$ cat src/rtl/fxr_pkg.sv
package fxr_pkg;

    localparam int unsigned FXR_KEY_W = 128;
    localparam int unsigned FXR_IDX_W = 32;
    localparam int unsigned FXR_REP   = 4;
    localparam int unsigned FXR_GRPS  = 8;
    localparam int unsigned FXR_CWS   = 3;

    typedef enum logic [1:0] {
        FXR_IDLE  = 2'd0,
        FXR_RUN   = 2'd1,
        FXR_DRAIN = 2'd2
    } fxr_state_e;

    typedef struct packed {
        logic dec;
        logic tie;
    } fxr_vote_t;

    // Majority decision over a group of rep bits that holds `ones` set bits.
    function automatic fxr_vote_t fxr_vote(input int unsigned ones, input int unsigned rep);
        fxr_vote_t v;
        v.tie = ((2 * ones) == rep);
        v.dec = ((2 * ones) > rep);
        return v;
    endfunction

endpackage

$ cat src/rtl/fxr_rep_decoder.sv
module fxr_rep_decoder
    import fxr_pkg::*;
#(
    parameter int unsigned REP = FXR_REP
) (
    input  logic           clk,
    input  logic           rst,
    input  logic           clr,
    input  logic           bit_valid,
    input  logic           resp_bit,
    input  logic           help_bit,
    output logic           grp_valid,
    output logic [REP-1:0] grp_bits,
    output logic           grp_tie
);
    localparam int unsigned PW = (REP > 1) ? $clog2(REP) : 1;
    localparam int unsigned CW = $clog2(REP + 1);

    logic [PW-1:0]  pos_q;
    logic [CW-1:0]  ones_q, ones_n;
    logic [REP-1:0] hbuf_q, hbuf_n;
    logic           last_bit;
    fxr_vote_t      vote;

    always_comb begin
        hbuf_n         = hbuf_q;
        hbuf_n[pos_q]  = help_bit;
        ones_n         = ones_q + CW'(resp_bit ^ help_bit);
        last_bit       = (pos_q == PW'(REP - 1));
        vote           = fxr_vote(32'(ones_n), REP);
    end

    always_ff @(posedge clk) begin
        if (rst || clr) begin
            pos_q     <= '0;
            ones_q    <= '0;
            hbuf_q    <= '0;
            grp_valid <= 1'b0;
            grp_bits  <= '0;
            grp_tie   <= 1'b0;
        end else begin
            grp_valid <= 1'b0;
            if (bit_valid) begin
                if (last_bit) begin
                    grp_valid <= 1'b1;
                    grp_bits  <= hbuf_n ^ {REP{vote.dec}};
                    grp_tie   <= vote.tie;
                    pos_q     <= '0;
                    ones_q    <= '0;
                    hbuf_q    <= '0;
                end else begin
                    pos_q  <= pos_q + PW'(1);
                    ones_q <= ones_n;
                    hbuf_q <= hbuf_n;
                end
            end
        end
    end

    // a group needs REP input bits, so results never come back to back.
    p_group_spacing_r2: assert property (@(posedge clk) disable iff (rst)
        grp_valid |=> !grp_valid);

endmodule

$ cat src/rtl/fxr_serializer.sv
module fxr_serializer
    import fxr_pkg::*;
#(
    parameter int unsigned REP = FXR_REP
) (
    input  logic                       clk,
    input  logic                       rst,
    input  logic                       clr,
    input  logic                       load,
    input  logic [REP-1:0]             load_bits,
    output logic                       head_valid,
    output logic                       head_bit,
    output logic [$clog2(REP+1)-1:0]   level
);
    localparam int unsigned LW = $clog2(REP + 1);

    logic [REP-1:0] sh_q;
    logic [LW-1:0]  cnt_q;

    always_ff @(posedge clk) begin
        if (rst || clr) begin
            sh_q  <= '0;
            cnt_q <= '0;
        end else if (load) begin
            sh_q  <= load_bits;
            cnt_q <= LW'(REP);
        end else if (cnt_q != '0) begin
            sh_q  <= sh_q >> 1;
            cnt_q <= cnt_q - LW'(1);
        end
    end

    assign head_valid = (cnt_q != '0);
    assign head_bit   = sh_q[0];
    assign level      = cnt_q;

    // a new group arrives only when at most the last old bit remains.
    p_no_overrun_r2: assert property (@(posedge clk) disable iff (rst)
        load |-> (cnt_q <= LW'(1)));

endmodule

$ cat src/rtl/fxr_toeplitz_hash.sv
module fxr_toeplitz_hash
    import fxr_pkg::*;
#(
    parameter int unsigned KEY_W = FXR_KEY_W,
    parameter int unsigned IDX_W = FXR_IDX_W
) (
    input  logic             clk,
    input  logic             rst,
    input  logic             init,
    input  logic [IDX_W-1:0] idx,
    input  logic             bit_en,
    input  logic             bit_in,
    output logic [KEY_W-1:0] acc_nxt
);
    logic [KEY_W-1:0] col_q, col_seed, col_step, acc_q;

    for (genvar i = 0; i < KEY_W; i++) begin : g_seed
        assign col_seed[i] = idx[i % IDX_W];
    end

    always_comb begin
        col_step = {col_q[KEY_W-2:0], col_q[KEY_W-1] ^ col_q[0]};
        acc_nxt  = (bit_en && bit_in) ? (acc_q ^ col_q) : acc_q;
    end

    always_ff @(posedge clk) begin
        if (rst) begin
            col_q <= '0;
            acc_q <= '0;
        end else if (init) begin
            col_q <= col_seed;
            acc_q <= '0;
        end else if (bit_en) begin
            col_q <= col_step;
            acc_q <= acc_nxt;
        end
    end

    // a fresh run starts folding from an empty accumulator.
    p_init_clears_r3: assert property (@(posedge clk) disable iff (rst)
        init |=> (acc_q == '0));

endmodule

$ cat src/rtl/fxr_key_rebuild.sv
module fxr_key_rebuild
    import fxr_pkg::*;
#(
    parameter int unsigned KEY_W = FXR_KEY_W,
    parameter int unsigned IDX_W = FXR_IDX_W,
    parameter int unsigned REP   = FXR_REP,
    parameter int unsigned GRPS  = FXR_GRPS,
    parameter int unsigned CWS   = FXR_CWS
) (
    input  logic             clk,
    input  logic             rst,
    input  logic             start,
    input  logic [IDX_W-1:0] hidx,
    input  logic             in_valid,
    input  logic             resp_bit,
    input  logic             help_bit,
    output logic [KEY_W-1:0] key,
    output logic             done,
    output logic             fail
);
    localparam int unsigned TOTAL = REP * GRPS * CWS;
    localparam int unsigned BW    = $clog2(TOTAL + 1);
    localparam int unsigned GW    = (GRPS > 1) ? $clog2(GRPS) : 1;
    localparam int unsigned CWW   = (CWS > 1) ? $clog2(CWS) : 1;
    localparam int unsigned SW    = $clog2(REP + 1);

    fxr_state_e       state_q;
    logic [BW-1:0]    bits_q;
    logic [GW-1:0]    grp_q;
    logic [CWW-1:0]   cw_q;
    logic             fail_seen_q;
    logic [KEY_W-1:0] key_q;
    logic             done_q, fail_q;

    logic             start_go, take, last_grp, finish;
    logic             grp_valid, grp_tie;
    logic [REP-1:0]   grp_bits;
    logic             head_valid, head_bit;
    logic [SW-1:0]    ser_level;
    logic [KEY_W-1:0] acc_nxt;

    assign start_go = start && (state_q == FXR_IDLE);
    assign take     = in_valid && (state_q == FXR_RUN) && (bits_q != BW'(TOTAL));
    assign last_grp = grp_valid && (grp_q == GW'(GRPS - 1)) && (cw_q == CWW'(CWS - 1));
    assign finish   = (state_q == FXR_DRAIN) && (ser_level == SW'(1));

    fxr_rep_decoder #(.REP(REP)) u_dec (
        .clk       (clk),
        .rst       (rst),
        .clr       (start_go),
        .bit_valid (take),
        .resp_bit  (resp_bit),
        .help_bit  (help_bit),
        .grp_valid (grp_valid),
        .grp_bits  (grp_bits),
        .grp_tie   (grp_tie)
    );

    fxr_serializer #(.REP(REP)) u_ser (
        .clk        (clk),
        .rst        (rst),
        .clr        (start_go),
        .load       (grp_valid),
        .load_bits  (grp_bits),
        .head_valid (head_valid),
        .head_bit   (head_bit),
        .level      (ser_level)
    );

    fxr_toeplitz_hash #(.KEY_W(KEY_W), .IDX_W(IDX_W)) u_hash (
        .clk     (clk),
        .rst     (rst),
        .init    (start_go),
        .idx     (hidx),
        .bit_en  (head_valid),
        .bit_in  (head_bit),
        .acc_nxt (acc_nxt)
    );

    always_ff @(posedge clk) begin
        if (rst) begin
            state_q     <= FXR_IDLE;
            bits_q      <= '0;
            grp_q       <= '0;
            cw_q        <= '0;
            fail_seen_q <= 1'b0;
            key_q       <= '0;
            done_q      <= 1'b0;
            fail_q      <= 1'b0;
        end else begin
            done_q <= 1'b0;
            case (state_q)
                FXR_IDLE: begin
                    if (start) begin
                        state_q     <= FXR_RUN;
                        bits_q      <= '0;
                        grp_q       <= '0;
                        cw_q        <= '0;
                        fail_seen_q <= 1'b0;
                        key_q       <= '0;
                        fail_q      <= 1'b0;
                    end
                end
                FXR_RUN: begin
                    if (take) begin
                        bits_q <= bits_q + BW'(1);
                    end
                    if (grp_valid) begin
                        fail_seen_q <= fail_seen_q | grp_tie;
                        if (grp_q == GW'(GRPS - 1)) begin
                            grp_q <= '0;
                            cw_q  <= cw_q + CWW'(1);
                        end else begin
                            grp_q <= grp_q + GW'(1);
                        end
                        if (last_grp) begin
                            state_q <= FXR_DRAIN;
                        end
                    end
                end
                FXR_DRAIN: begin
                    if (finish) begin
                        done_q  <= 1'b1;
                        fail_q  <= fail_seen_q;
                        key_q   <= fail_seen_q ? '0 : acc_nxt;
                        state_q <= FXR_IDLE;
                    end
                end
                default: state_q <= FXR_IDLE;
            endcase
        end
    end

    assign key  = key_q;
    assign done = done_q;
    assign fail = fail_q;

    // done lasts a single cycle.
    p_done_pulse_r6: assert property (@(posedge clk) disable iff (rst)
        done_q |=> !done_q);

    // done appears only once every rebuilt bit has left the shifter.
    p_done_drained_r6: assert property (@(posedge clk) disable iff (rst)
        done_q |-> (ser_level == '0) && (state_q == FXR_IDLE));

    // a failed run never exposes key material.
    p_fail_zero_key_r5: assert property (@(posedge clk) disable iff (rst)
        fail_q |-> (key_q == '0));

    // while idle, arriving bits do not advance the bit count.
    p_idle_ignores_r7: assert property (@(posedge clk) disable iff (rst)
        (state_q == FXR_IDLE) && !start |=> $stable(bits_q));

    // results stay put while idle with no start.
    p_hold_result_r8: assert property (@(posedge clk) disable iff (rst)
        (state_q == FXR_IDLE) && !start |=> $stable(key_q) && $stable(fail_q));

endmodule

$ cat config.mk
export PLATFORM = sky130hd
export DESIGN_NAME = fxr_key_rebuild
export DESIGN_NICKNAME = d
export VERILOG_FILES = /design/src/rtl/fxr_pkg.sv /design/src/rtl/fxr_rep_decoder.sv /design/src/rtl/fxr_serializer.sv /design/src/rtl/fxr_toeplitz_hash.sv /design/src/rtl/fxr_key_rebuild.sv
export SDC_FILE = /design/constraint.sdc
export NUM_CORES = 1
export LEC_CHECK = 0
export BUFFER_PORTS_ARGS = -buffer_cell sky130_fd_sc_hd__buf_2
export CAP_MARGIN = 25
export CORE_MARGIN = 1
export CORE_UTILIZATION = 55
export CTS_CLUSTER_SIZE = 8
export DETAILED_ROUTE_END_ITERATION = 10
export PLACE_DENSITY = 0.74
export SLEW_MARGIN = 20
export SYNTH_ARGS = -nofsm -noshare
export SYNTH_HDL_FRONTEND = slang
export SYNTH_SLANG_ARGS = --single-unit
$ cat constraint.sdc
create_clock -name clk -period 2.8 [get_ports clk]
set_clock_uncertainty 0.05 [all_clocks]
set_input_delay 0.56 -clock clk [delete_from_list [all_inputs] [get_ports clk]]
set_output_delay 0.56 -clock clk [all_outputs]
set_load 0.03 [all_outputs]
== After elaboration in Yosys (flattened, before gate mapping) ==
Cells that the tools add are included.

* Add/sub/neg operators: 6
* Order comparisons: 3
* Eq/ne operators: 14
* Muxes and demuxes: 40
* Bitwise gates (word level): 7
* Reductions and logical operators: 25

{| class="wikitable"
|+ Operators with widths
! kind !! count
|-
| 128-bit 2-to-1 mux || 6
|-
| 128-bit case mux with 2 select lines || 1
|-
| 128-bit XOR || 1
|-
| 3-bit 2-to-1 mux || 6
|-
| 2-bit 2-to-1 mux || 8
|-
| 7-bit 2-to-1 mux || 2
|-
| 7-bit case mux with 2 select lines || 1
|-
| 4-bit 2-to-1 mux || 3
|-
| 3-bit AND reduction || 3
|-
| 1-bit logical AND || 8
|-
| 2-bit inequality test (second input constant) || 4
|-
| 4-bit AND reduction || 2
|-
| 2-bit nonzero test || 4
|-
| 2-bit OR reduction || 4
|-
| 7-bit by 1-bit adder with 7-bit output (second input constant) || 1
|-
| 7-bit inequality test (second input constant) || 1
|-
| 2-bit equality test (second input constant) || 3
|-
| 1-bit 2-to-1 mux || 6
|-
| 2-bit case mux with 3 select lines || 1
|-
| 3-bit case mux with 2 select lines || 1
|-
| 2-bit by 1-bit adder with 2-bit output (second input constant) || 2
|-
| 4-bit bitwise mux || 1
|-
| 4-bit by 3-bit greater-than comparator with 1-bit output (second input constant) || 1
|-
| 2-bit by 1-bit inequality test with 1-bit output (second input constant) || 2
|-
| 20 further kinds || 23
|}

* Bits in registers: 423
* Input bits: 38
* Output and inout bits: 130

== Logic depth before layout (Yosys ltp) ==
Gate-level depths: netlist of run 1.

* Word-level depth: 6
* Gate-level depth with buffers: 9
* Gate-level depth less buffers: 7

== Modules after synthesis ==
Synthesis of run 1 repeated with hierarchy kept, for this count alone.

* Cell total of the unflattened synthesis: 2,114
* Area, all modules: 20,179.4 µm²

{| class="wikitable"
|+ By module, submodules not included
! module !! instances !! cells each !! area an instance (µm²) !! sequential area each (µm²)
|-
| fxr_toeplitz_hash || 1 || 1,317 || 13,130.1 || 5,124.9
|-
| fxr_key_rebuild || 1 || 676 || 5,900.7 || 2,902.8
|-
| fxr_rep_decoder || 1 || 84 || 773.2 || 280.3
|-
| fxr_serializer || 1 || 37 || 375.4 || 140.1
|}

== Worst setup path after synthesis of run 1 ==
Ideal clock, no wire load.

* Path kind: input -> register
* Start: in help_bit
* End: reg u_dec.grp_bits[3]
* Arrival time: 1.632 ns
* Required time: 2.615 ns
* Path slack: 0.983 ns
* Stages: 7
* Buffers on the path: 0
* Cell sequence: xor2_1 ha_1 ha_1 xnor2_1 nand2_1 xnor2_1 o22ai_1

* Word-level cells in the longest chain between the ends: 4
* Elaborated cells between the ends (all ways): 5
* Classes of those cells: 1 x add/sub; 1 x order compare; 1 x mux; 2 x bitwise

{| class="wikitable"
|+ Ends and longest elaborated chain
! what !! line !! source
|-
| from (decl) || fxr_key_rebuild.sv:16 || <nowiki>input logic help_bit,</nowiki>
|-
| 1-bit XOR || fxr_rep_decoder.sv:28 || <nowiki>ones_n = ones_q + CW'(resp_bit ^ help_bit);</nowiki>
|-
| 3-bit adder || fxr_rep_decoder.sv:28 ||
|-
| 4-bit by 3-bit greater-than comparator with 1-bit output || fxr_pkg.sv:24 || <nowiki>v.dec = ((2 * ones) > rep);</nowiki>
|-
| 4-bit XOR * || fxr_rep_decoder.sv:46 || <nowiki>grp_bits <= hbuf_n ^ {REP{vote.dec}};</nowiki>
|-
| to (signal assigned) || fxr_rep_decoder.sv:46 ||
|-
| to (decl) || fxr_rep_decoder.sv:13 || <nowiki>output logic [REP-1:0] grp_bits,</nowiki>
|}

Every way passes the cells marked *; elsewhere a longest branch is shown, timed or not.
A chain may end at the register's enable or synchronous reset.

== Final worst setup path of run 1 ==
* Start: reg u_ser.cnt_q[0], in the netlist u_ser.level[0]
* End: reg key_q[126], in the netlist key[126]

* Word-level cells in the longest chain between the ends: 6
* Elaborated cells between the ends (all ways): 10
* Classes of those cells: 2 x eq/ne; 4 x mux; 4 x reduce/logical

{| class="wikitable"
|+ Ends and longest elaborated chain
! what !! line !! source
|-
| from (decl) || fxr_serializer.sv:18 || <nowiki>logic [LW-1:0] cnt_q;</nowiki>
|-
| from (signal assigned) || fxr_serializer.sv:26 || <nowiki>cnt_q <= LW'(REP);</nowiki>
|-
| from (signal assigned) || fxr_serializer.sv:29 || <nowiki>cnt_q <= cnt_q - LW'(1);</nowiki>
|-
| 3-bit nonzero test || fxr_serializer.sv:33 || <nowiki>assign head_valid = (cnt_q != '0);</nowiki>
|-
| 1-bit logical AND || fxr_toeplitz_hash.sv:23 || <nowiki>acc_nxt = (bit_en && bit_in) ? (acc_q ^ col_q) : acc_q;</nowiki>
|-
| 128-bit 2-to-1 mux || fxr_toeplitz_hash.sv:23 ||
|-
| 128-bit 2-to-1 mux || fxr_key_rebuild.sv:125 || <nowiki>key_q <= fail_seen_q ? '0 : acc_nxt;</nowiki>
|-
| 128-bit 2-to-1 mux || fxr_key_rebuild.sv:122 || <nowiki>if (finish) begin</nowiki>
|-
| 128-bit case mux with 2 select lines || fxr_key_rebuild.sv:92 || <nowiki>case (state_q)</nowiki>
|-
| to (signal assigned) || fxr_key_rebuild.sv:125 ||
|-
| to (decl) || fxr_key_rebuild.sv:32 || <nowiki>logic [KEY_W-1:0] key_q;</nowiki>
|}

Parallel ways exist; a longest one is shown, timed or not. The select of a mux whose other input is x is not followed.

==> out/results.md, run 1 <==
| Metric | Value |
|---|---|
| Cell Area, Synth | 16,700 um2 |
| Post-Syn Nets | 1,701 |
| Nets@finish | 1,837 |
| Via count of the routed design | 12,100 |
| Post-CTS Hold Buffers | 0 |
| Yosys top cell by area | sky130_fd_sc_hd__dfxtp_1 |
| Post-CTS Setup Inserts | 0 |
| Count of warnings emitted by yosys | 0 |
| FF+latch count, synth | 422 |
| Die H | 176 um |
| Synthesized instance count | 1,648 |
| DPL Wire Length | 25.2 mm |
| Post-synthesis sequential area ratio | 50.6% |
| Clk_lat worst skew | 0.56 ns |
| Routed vias/inst | 5.58 |
| Number of global-route vias before repair | 11,600 |
| TritonCTS clock tree | built |
| Number of instances in the placed design | 2,114 |
| Most common library cell in the layout ignoring fill and taps | sky130_fd_sc_hd__dfxtp_1 |
| Area contributors post-synth | sky130_fd_sc_hd__dfxtp_1 (51%), sky130_fd_sc_hd__mux2i_1 (8.4%), sky130_fd_sc_hd__xnor2_1 (7.1%) |
| Die Footprint | 31,100 um2 |
| Cts bufs inserted | 58 |
| Share of Yosys cell area claimed by the top area cell type | 50.6% |
| Part of the cycle the worst path needs | 77.7% |
| Area inside the core boundary | 29,700 um2 |
| First drt pass iteration count | 5 |
| Critical path arrival | 2.61 ns |
| Initial cell density of the core | 56.2% |
| Critical path data required time | 3.24 ns |
| Leak pwr | 8.28 nW |
| GR Overflow Total | 0 |
| Maximum net fanout on the critical path | 33 |
| DR DRC count | 0 |
| Die outline width | 176 um |
| Total Neg Setup Slack | 0 ns |
| Max_cap viols | 0 |
| Post-Syn Area per Cell | 10.1 um2 |
| Antenna fix cells | 0 |
| Combinational group share of total power | 10.3% |
| Unrepaired setup endpoints after global routing | false |
| Non-filler instance count after layout | 2,176 |
| Start-to-end type of the worst setup path | reg -> reg |
| Sequential share of power | 46.5% |
| Placer congestion estimate | 0.839 |
| CP Capture Type | register |
| Switching share of power | 23.9% |
| Total clock sinks | 422 |
| Filler Cell Count | 2,350 |
| Proportion of register bits with asynchronous set or reset after synthesis | 0% |
| P_sw | 0.00330 W |
| Number of antenna violations at the first check in global routing | 0 |
| Classification of the worst-slack hold path | in -> reg |
| Pin count of the biggest net entering global routing | 129 |
| Most used cells in the layout excluding fill and tap cells | sky130_fd_sc_hd__dfxtp_1 (421), sky130_fd_sc_hd__buf_2 (166), sky130_fd_sc_hd__nor2_1 (158), sky130_fd_sc_hd__a21oi_1 (147), sky130_fd_sc_hd__mux2i_1 (140) |
| Setup-failing EPs final | 0 |
| Slew at the pin with the worst max-slew slack | 0.732 ns |
| PwrDens | 712 nW/um2 |
| Buffer depth of the longest clock path | 3 |
| Share of cells above drive strength 1 | 16.5% |
| CTS root buffer | sky130_fd_sc_hd__clkbuf_16 |
| Number of levels in the clock H-tree | 2 |
| GRT Total Usage | 25.3% |
| Worst supply voltage drop on vdd | 555 uV |
| Post-DR wirelength/cell | 18.1 um |
| Clock-pin transition on the worst setup and hold timing paths | 0.05 ns |
| Remaining antenna violation count | 0 |
| Final Critical Period | 2.18 ns |
| PnR worst setup slack | 0.625 ns |
| Number of cell rows | 63 |
| Wire length of the first global-routing pass | 62.3 mm |
| Top-level I/O count | 168 |
| Clock network fraction of total power | 43.1% |
| Count of endpoints failing hold in the final timing report | 0 |
| Outcome | finished clean |
| Worst slack after detailed placement | 0.557 ns |
| Count of buffers inserted at the top-level ports | 167 |
| DRC violation total after the first TritonRoute iteration | 800 |
| EDFF count, synth | 0 |
| Max-slew violations | 0 |
| Combined area of the multi-input logic cells | 7660 um2 |
| Internal Dissipation | 0.0105 W |
| Detailed Route WL | 39.4 mm |
| Most used flip-flop cell after synthesis | sky130_fd_sc_hd__dfxtp_1 |
| Post-route total power | 0.0138 W |
| Rel. slew slack | 51.2% |
| Highest achievable clock rate | 460 MHz |
| PostCTS Resize Cnt | 0 |
| Critical path startpoint category | register |
| Layout-stage area growth over the synthesis result | 16.0% |
| Number of distinct library cells after synthesis | 45 |
| FF/Latch Area | 8450 um2 |
==> area by class of cell <==
type | count | share of cell area, %
inverters | 14 | 0.271
clock buffers | 61 | 7.55
well taps | 390 | 2.52
flip-flops and latches | 422 | 43.6
multi-input cells | 1083 | 39.5
clock inverters | 1 | 0.0840
repair buffers | 205 | 6.38
==> worst paths after layout <==
kind	from	end	slack, ns	depth (start not counted)
setup / recovery	u_ser.level[0]$_SDFFE_PP0P_	key[126]$_SDFFE_PP0P_	0.62	8
hold / removal	start	state_q[0]$_SDFFE_PP0P_	0.28	2
setup reg to reg	u_ser.level[0]$_SDFFE_PP0P_	key[126]$_SDFFE_PP0P_	0.62	8
hold reg to reg	grp_q[1]$_SDFFE_PP0P_	grp_q[1]$_SDFFE_PP0P_	0.41	2
==> cell families after synthesis <==
kind of cell | Yosys count | share of synthesized area (%)
compound gates | 325 | 12.8
xor+xnor | 141 | 7.40
fa+ha+maj | 15 | 1.12
buf+inv | 143 | 3.75
flops | 422 | 50.6
mux | 140 | 8.39
simple gates | 462 | 15.9
==> cell usage after synthesis (2+ instances only) <==
library cell                 n
sky130_fd_sc_hd__a211oi_1    2
sky130_fd_sc_hd__a21oi_1   147
sky130_fd_sc_hd__a21oi_2     2
sky130_fd_sc_hd__a22oi_1   128
sky130_fd_sc_hd__and2_1    128
sky130_fd_sc_hd__and2b_1     2
sky130_fd_sc_hd__buf_1       5
sky130_fd_sc_hd__buf_2      56
sky130_fd_sc_hd__buf_4       3
sky130_fd_sc_hd__clkbuf_1   64
sky130_fd_sc_hd__dfxtp_1   422
sky130_fd_sc_hd__ha_1       15
sky130_fd_sc_hd__inv_1      14
sky130_fd_sc_hd__mux2i_1   140
sky130_fd_sc_hd__nand2_1    14
sky130_fd_sc_hd__nand2b_1    5
sky130_fd_sc_hd__nand3_1     2
sky130_fd_sc_hd__nand3b_1  129
sky130_fd_sc_hd__nor2_1    159
sky130_fd_sc_hd__nor2b_1     4
sky130_fd_sc_hd__nor3_1      5
sky130_fd_sc_hd__nor4_1      2
sky130_fd_sc_hd__o211ai_1    2
sky130_fd_sc_hd__o21ai_0     6
sky130_fd_sc_hd__o21bai_1   14
sky130_fd_sc_hd__o21bai_2   18
sky130_fd_sc_hd__or3_1       3
sky130_fd_sc_hd__xnor2_1   136
sky130_fd_sc_hd__xor2_1      5
==> state kept, by name, summed over array words and instances (netlist names), 2 cells and up <==
signal / flops
cw_q: 2
u_dec.grp_bits: 4
u_hash.acc_q: 128
u_dec.pos_q: 2
u_dec.hbuf_q: 3
u_ser.sh_q: 4
u_hash.col_q: 128
key: 128
bits_q: 7
state_q: 2
u_dec.ones_q: 3
u_ser.level: 3
grp_q: 3
==> critical path, stage by stage (launching register included) <==
cell and delay, ns:
sky130_fd_sc_hd__dfxtp_1 0.38, sky130_fd_sc_hd__inv_1 0.06, sky130_fd_sc_hd__ha_1 0.23, sky130_fd_sc_hd__ha_4 0.33
sky130_fd_sc_hd__buf_12 0.24, sky130_fd_sc_hd__nand3b_1 0.18, sky130_fd_sc_hd__xnor2_1 0.37, sky130_fd_sc_hd__a22oi_1 0.13
sky130_fd_sc_hd__nor2_1 0.12
==> metal layers <==
layer	global-route usage (%)	share of wire, %	up-vias
met4	9.49	3.2	0
met1	35.3	47	5802
met5	0	0	-
met2	39.2	44	344
met3	3.92	5.5	76
li1	-	-	5920
==> per-stage QoR <==
stage               hold WS, ns  utilization, %  cell area, um2
finish                    0.283            65.2           19400
global route              0.284            65.2           19400
CTS                       0.263            65.2           19400
detailed placement        0.406            60.2           17900
global placement          0.394            60.2           17900
floorplan                 0.386               -           16700
==> power groups by stage <==
stage	Combinational (W)	Clock [W]	Sequential [W]
detailed placement	0.00142	0	0.00653
finish	0.00143	0.00595	0.00642
floorplan	0.00109	0	0.00646
global placement	0.00140	0	0.00652
global route	0.00153	0.00633	0.00643
CTS	0.00142	0.00604	0.00641
Note: power is estimated with default switching activity, not from simulation.
==> run 2: changes to the inputs <==
Settings changed: CORE_UTILIZATION 55 to 53, PLACE_DENSITY 0.74 to 0.75.
Clock period 2.8 ns to 1.76 ns, I/O delays scaled along.
==> run 2 against run 1 <==
Against the previous run: the flow now finishes with violations (negative setup slack); clock power is 62% higher; fmax is 13% higher; first-iteration DRC count increased by 22%; routed wire length grew 24%; critical path depth up 1; combinational power increased by 130%; final area up 13%; worst hold slack worse by 0.19 ns; flip-flop and latch count unchanged; largest power group unchanged; cell count rose by 5.4%; sequential power is 59% higher.
==> out/results.md, run 2 (same netlist as run 1, synthesis figures left out) <==
| Metric | Value | vs previous |
|---|---|---|
| Worst slack after detailed placement | -0.124 ns | -0.681 ns |
| Classification of the worst-slack hold path | in -> reg |  |
| GR Overflow Total | 0 | unchanged |
| Hold Path Sink | state_q[1]$_SDFFE_PP0P_ |  |
| Placed instance area | 18,500 um2 | +3.7% |
| Number of cell rows | 64 | +1.6% |
| Via count of the routed design | 13,200 | +8.7% |
| Setup-failing EPs final | 232 | +232 |
| Top-level I/O count | 168 | unchanged |
| Placer congestion estimate | 0.791 | -5.7% |
| Rel. slew slack | 70.7% | +20 points |
| First drt pass iteration count | 8 | +3 |
| Most Used Layer, Global Route | met2 |  |
| Switching share of power | 24.8% | +0.83 points |
| Post-CTS Hold Buffers | 0 | unchanged |
| GRT Total Usage | 28.6% | +3.4 points |
| Number of instances on the worst hold path | 2 | unchanged |
| PnR worst setup slack | -0.166 ns | -0.791 ns |
| Critical path arrival | 2.33 ns | -0.28 ns |
| Combined area of the multi-input logic cells | 8360 um2 | +9.2% |
| Nets@finish | 1,947 | +6.0% |
| Count of endpoints failing hold in the final timing report | 0 | unchanged |
| Combinational group share of total power | 14.4% | +4.1 points |
| Clk_lat worst skew | 0.57 ns | about the same |
| Area inside the core boundary | 30,800 um2 | +3.7% |
| Share of cells above drive strength 1 | 27.9% | +11 points |
| Number of antenna violations at the first check in global routing | 1 | +1 |
| Maximum net fanout on the critical path | 9 | -73% |
| Max_cap viols | 0 | unchanged |
| DR DRC count | 0 | unchanged |
| FF/Latch Area | 8460 um2 | about the same |
| Layout-stage area growth over the synthesis result | 30.6% |  |
| Buffer depth of the longest clock path | 3 | unchanged |
| Routed vias/inst | 5.75 | +3.1% |
| Die Footprint | 32,200 um2 | +3.7% |
| Slew at the pin with the worst max-slew slack | 0.439 ns | -0.293 ns |
| Remaining antenna violation count | 0 | unchanged |
| Worst supply voltage drop on vdd | 743 uV | +34% |
| Outcome | finished with violations |  |
| PwrDens | 1070 nW/um2 | +50% |
| Detailed Route WL | 48.8 mm | +24% |
| Number of global-route vias before repair | 13,000 | +12% |
| Reg2Reg Launch Point | u_ser.level[1]$_SDFFE_PP0P_ |  |
| Part of the cycle the worst path needs | 109% | +32 points |
| Count of buffers inserted at the top-level ports | 167 | unchanged |
| Internal Dissipation | 0.0175 W | +67% |
| Start-to-end type of the worst setup path | reg -> reg |  |
| CP Capture Type | register |  |
| Clock-pin transition on the worst setup and hold timing paths | 0.05 ns | about the same |
| Critical path startpoint category | register |  |
| Most common library cell in the layout ignoring fill and taps | sky130_fd_sc_hd__dfxtp_1 |  |
| Launch point of the critical path | u_ser.level[1]$_SDFFE_PP0P_ |  |
| P_sw | 0.00575 W | +74% |
| Total clock sinks | 422 | unchanged |
| Final Critical Period | 1.93 ns | -0.249 ns |
| Post-DR wirelength/cell | 21.3 um | +17% |
| Filler Cell Count | 2,102 | -11% |
| Hold Path Origin | rst |  |
| Final design instance area without fill | 21,800 um2 | +13% |
| Leak pwr | 9.57 nW | +15% |
| Critical path data required time | 2.17 ns | -1.07 ns |
| End of the worst register-to-register path | key[34]$_SDFFE_PP0P_ |  |
| Register-to-Register Setup Slack | -0.17 ns | -0.79 ns |
| Cts bufs inserted | 58 | unchanged |
| Die outline width | 179 um | +1.8% |
| Cells on worst reg2reg path | 9 | +1 |
| Failing checks | negative setup slack |  |
| Number of levels in the clock H-tree | 2 | unchanged |
| Clock network fraction of total power | 41.6% | -1.5 points |
| Most used cells in the layout excluding fill and tap cells | sky130_fd_sc_hd__dfxtp_1 (417), sky130_fd_sc_hd__buf_2 (167), sky130_fd_sc_hd__nor2_1 (158), sky130_fd_sc_hd__a21oi_1 (147), sky130_fd_sc_hd__mux2i_1 (138) |  |
| Met2 Resource Use GR | 48.2% | +9.0 points |
| CTS root buffer | sky130_fd_sc_hd__clkbuf_16 |  |
| Initial cell density of the core | 54.2% | -2.0 points |
| Pin count of the biggest net entering global routing | 69 | -47% |
| Global-route met3 utilization | 5.13% | +1.2 points |
| Wire length of the first global-routing pass | 73.4 mm | +18% |
| Die H | 179 um | +1.8% |
| DPL Wire Length | 27.4 mm | +8.6% |
| DRC violation total after the first TritonRoute iteration | 972 | +22% |
| Max-slew violations | 0 | unchanged |
| Highest achievable clock rate | 519 MHz | +13% |
| TritonCTS clock tree | built |  |
| GR Util met1 | 36.0% | +0.70 points |
| Sequential share of power | 44.0% | -2.5 points |
| Unrepaired setup endpoints after global routing | true |  |
==> run 2: critical path, cell delays in order (launching register included) <==
cell,delay [ns]
sky130_fd_sc_hd__dfxtp_2,0.33
sky130_fd_sc_hd__inv_2,0.05
sky130_fd_sc_hd__ha_4,0.16
sky130_fd_sc_hd__ha_4,0.23
sky130_fd_sc_hd__buf_12,0.18
sky130_fd_sc_hd__buf_8,0.14
sky130_fd_sc_hd__nand3b_1,0.21
sky130_fd_sc_hd__xnor2_2,0.19
sky130_fd_sc_hd__a22oi_2,0.18
sky130_fd_sc_hd__nor2_1,0.07
==> run 2: metrics by stage <==
step	utilization (%)	total power, W	instances	setup TNS [ns]	hold slack, ns
after floorplan	-	0.0120	1648	-1.01	0.386
after global placement	60.2	0.0129	2184	-5.87	0.397
after detailed placement	60.2	0.0129	2184	-12.30	0.402
after CTS	68.5	0.0230	2278	-9.75	0.0726
after global routing	70.7	0.0240	2294	-31.98	0.110
final	70.7	0.0232	2294	-14.19	0.0903
==> run 2: what timing repair did <==
item | in CTS | in global routing
setup buffers | 15 | 6
resized for setup | 93 | 79
endpoints found under the hold margin | 0 | 0
pin swaps | 36 | 53
setup endpoints to repair | 299 | 340
gates cloned | 18 | 10
==> run 2: power groups by stage <==
stage	Clock (W)	Combinational, W	Sequential, W
6_report	0.00966	0.00335	0.0102
3_5_place_dp	0	0.00255	0.0104
4_1_cts	0.00972	0.00311	0.0102
5_1_grt	0.0102	0.00350	0.0102
2_1_floorplan	0	0.00175	0.0103
3_3_place_gp	0	0.00250	0.0104
==> run 2: area by class of cell <==
type	count	area share [%]
clock buffers	60	6.74
well taps	396	2.27
diodes	1	0.0115
multi-input cells	1083	38.4
inverters	14	0.241
flip-flops and latches	422	38.8
clock inverters	3	0.155
repair buffers	315	13.4
==> run 2: metal layers <==
metal / up-vias / share of wire [%]
met5: - / 0
met4: 0 / 3.9
met3: 120 / 6.4
met2: 484 / 49
met1: 6435 / 41
li1: 6162 / -
==> run 2: worst max path at each step <==
stage,end,slack [ns],cells after the start
6_report,key[34]$_SDFFE_PP0P_,-0.17,9
5_1_grt,key[83]$_SDFFE_PP0P_,-0.24,8
4_1_cts,key[88]$_SDFFE_PP0P_,-0.13,9
3_5_place_dp,key[88]$_SDFFE_PP0P_,-0.12,9
3_3_place_gp,key[88]$_SDFFE_PP0P_,-0.09,9
2_1_floorplan,u_hash.col_q[105]$_SDFFE_PP0P_,-0.03,8
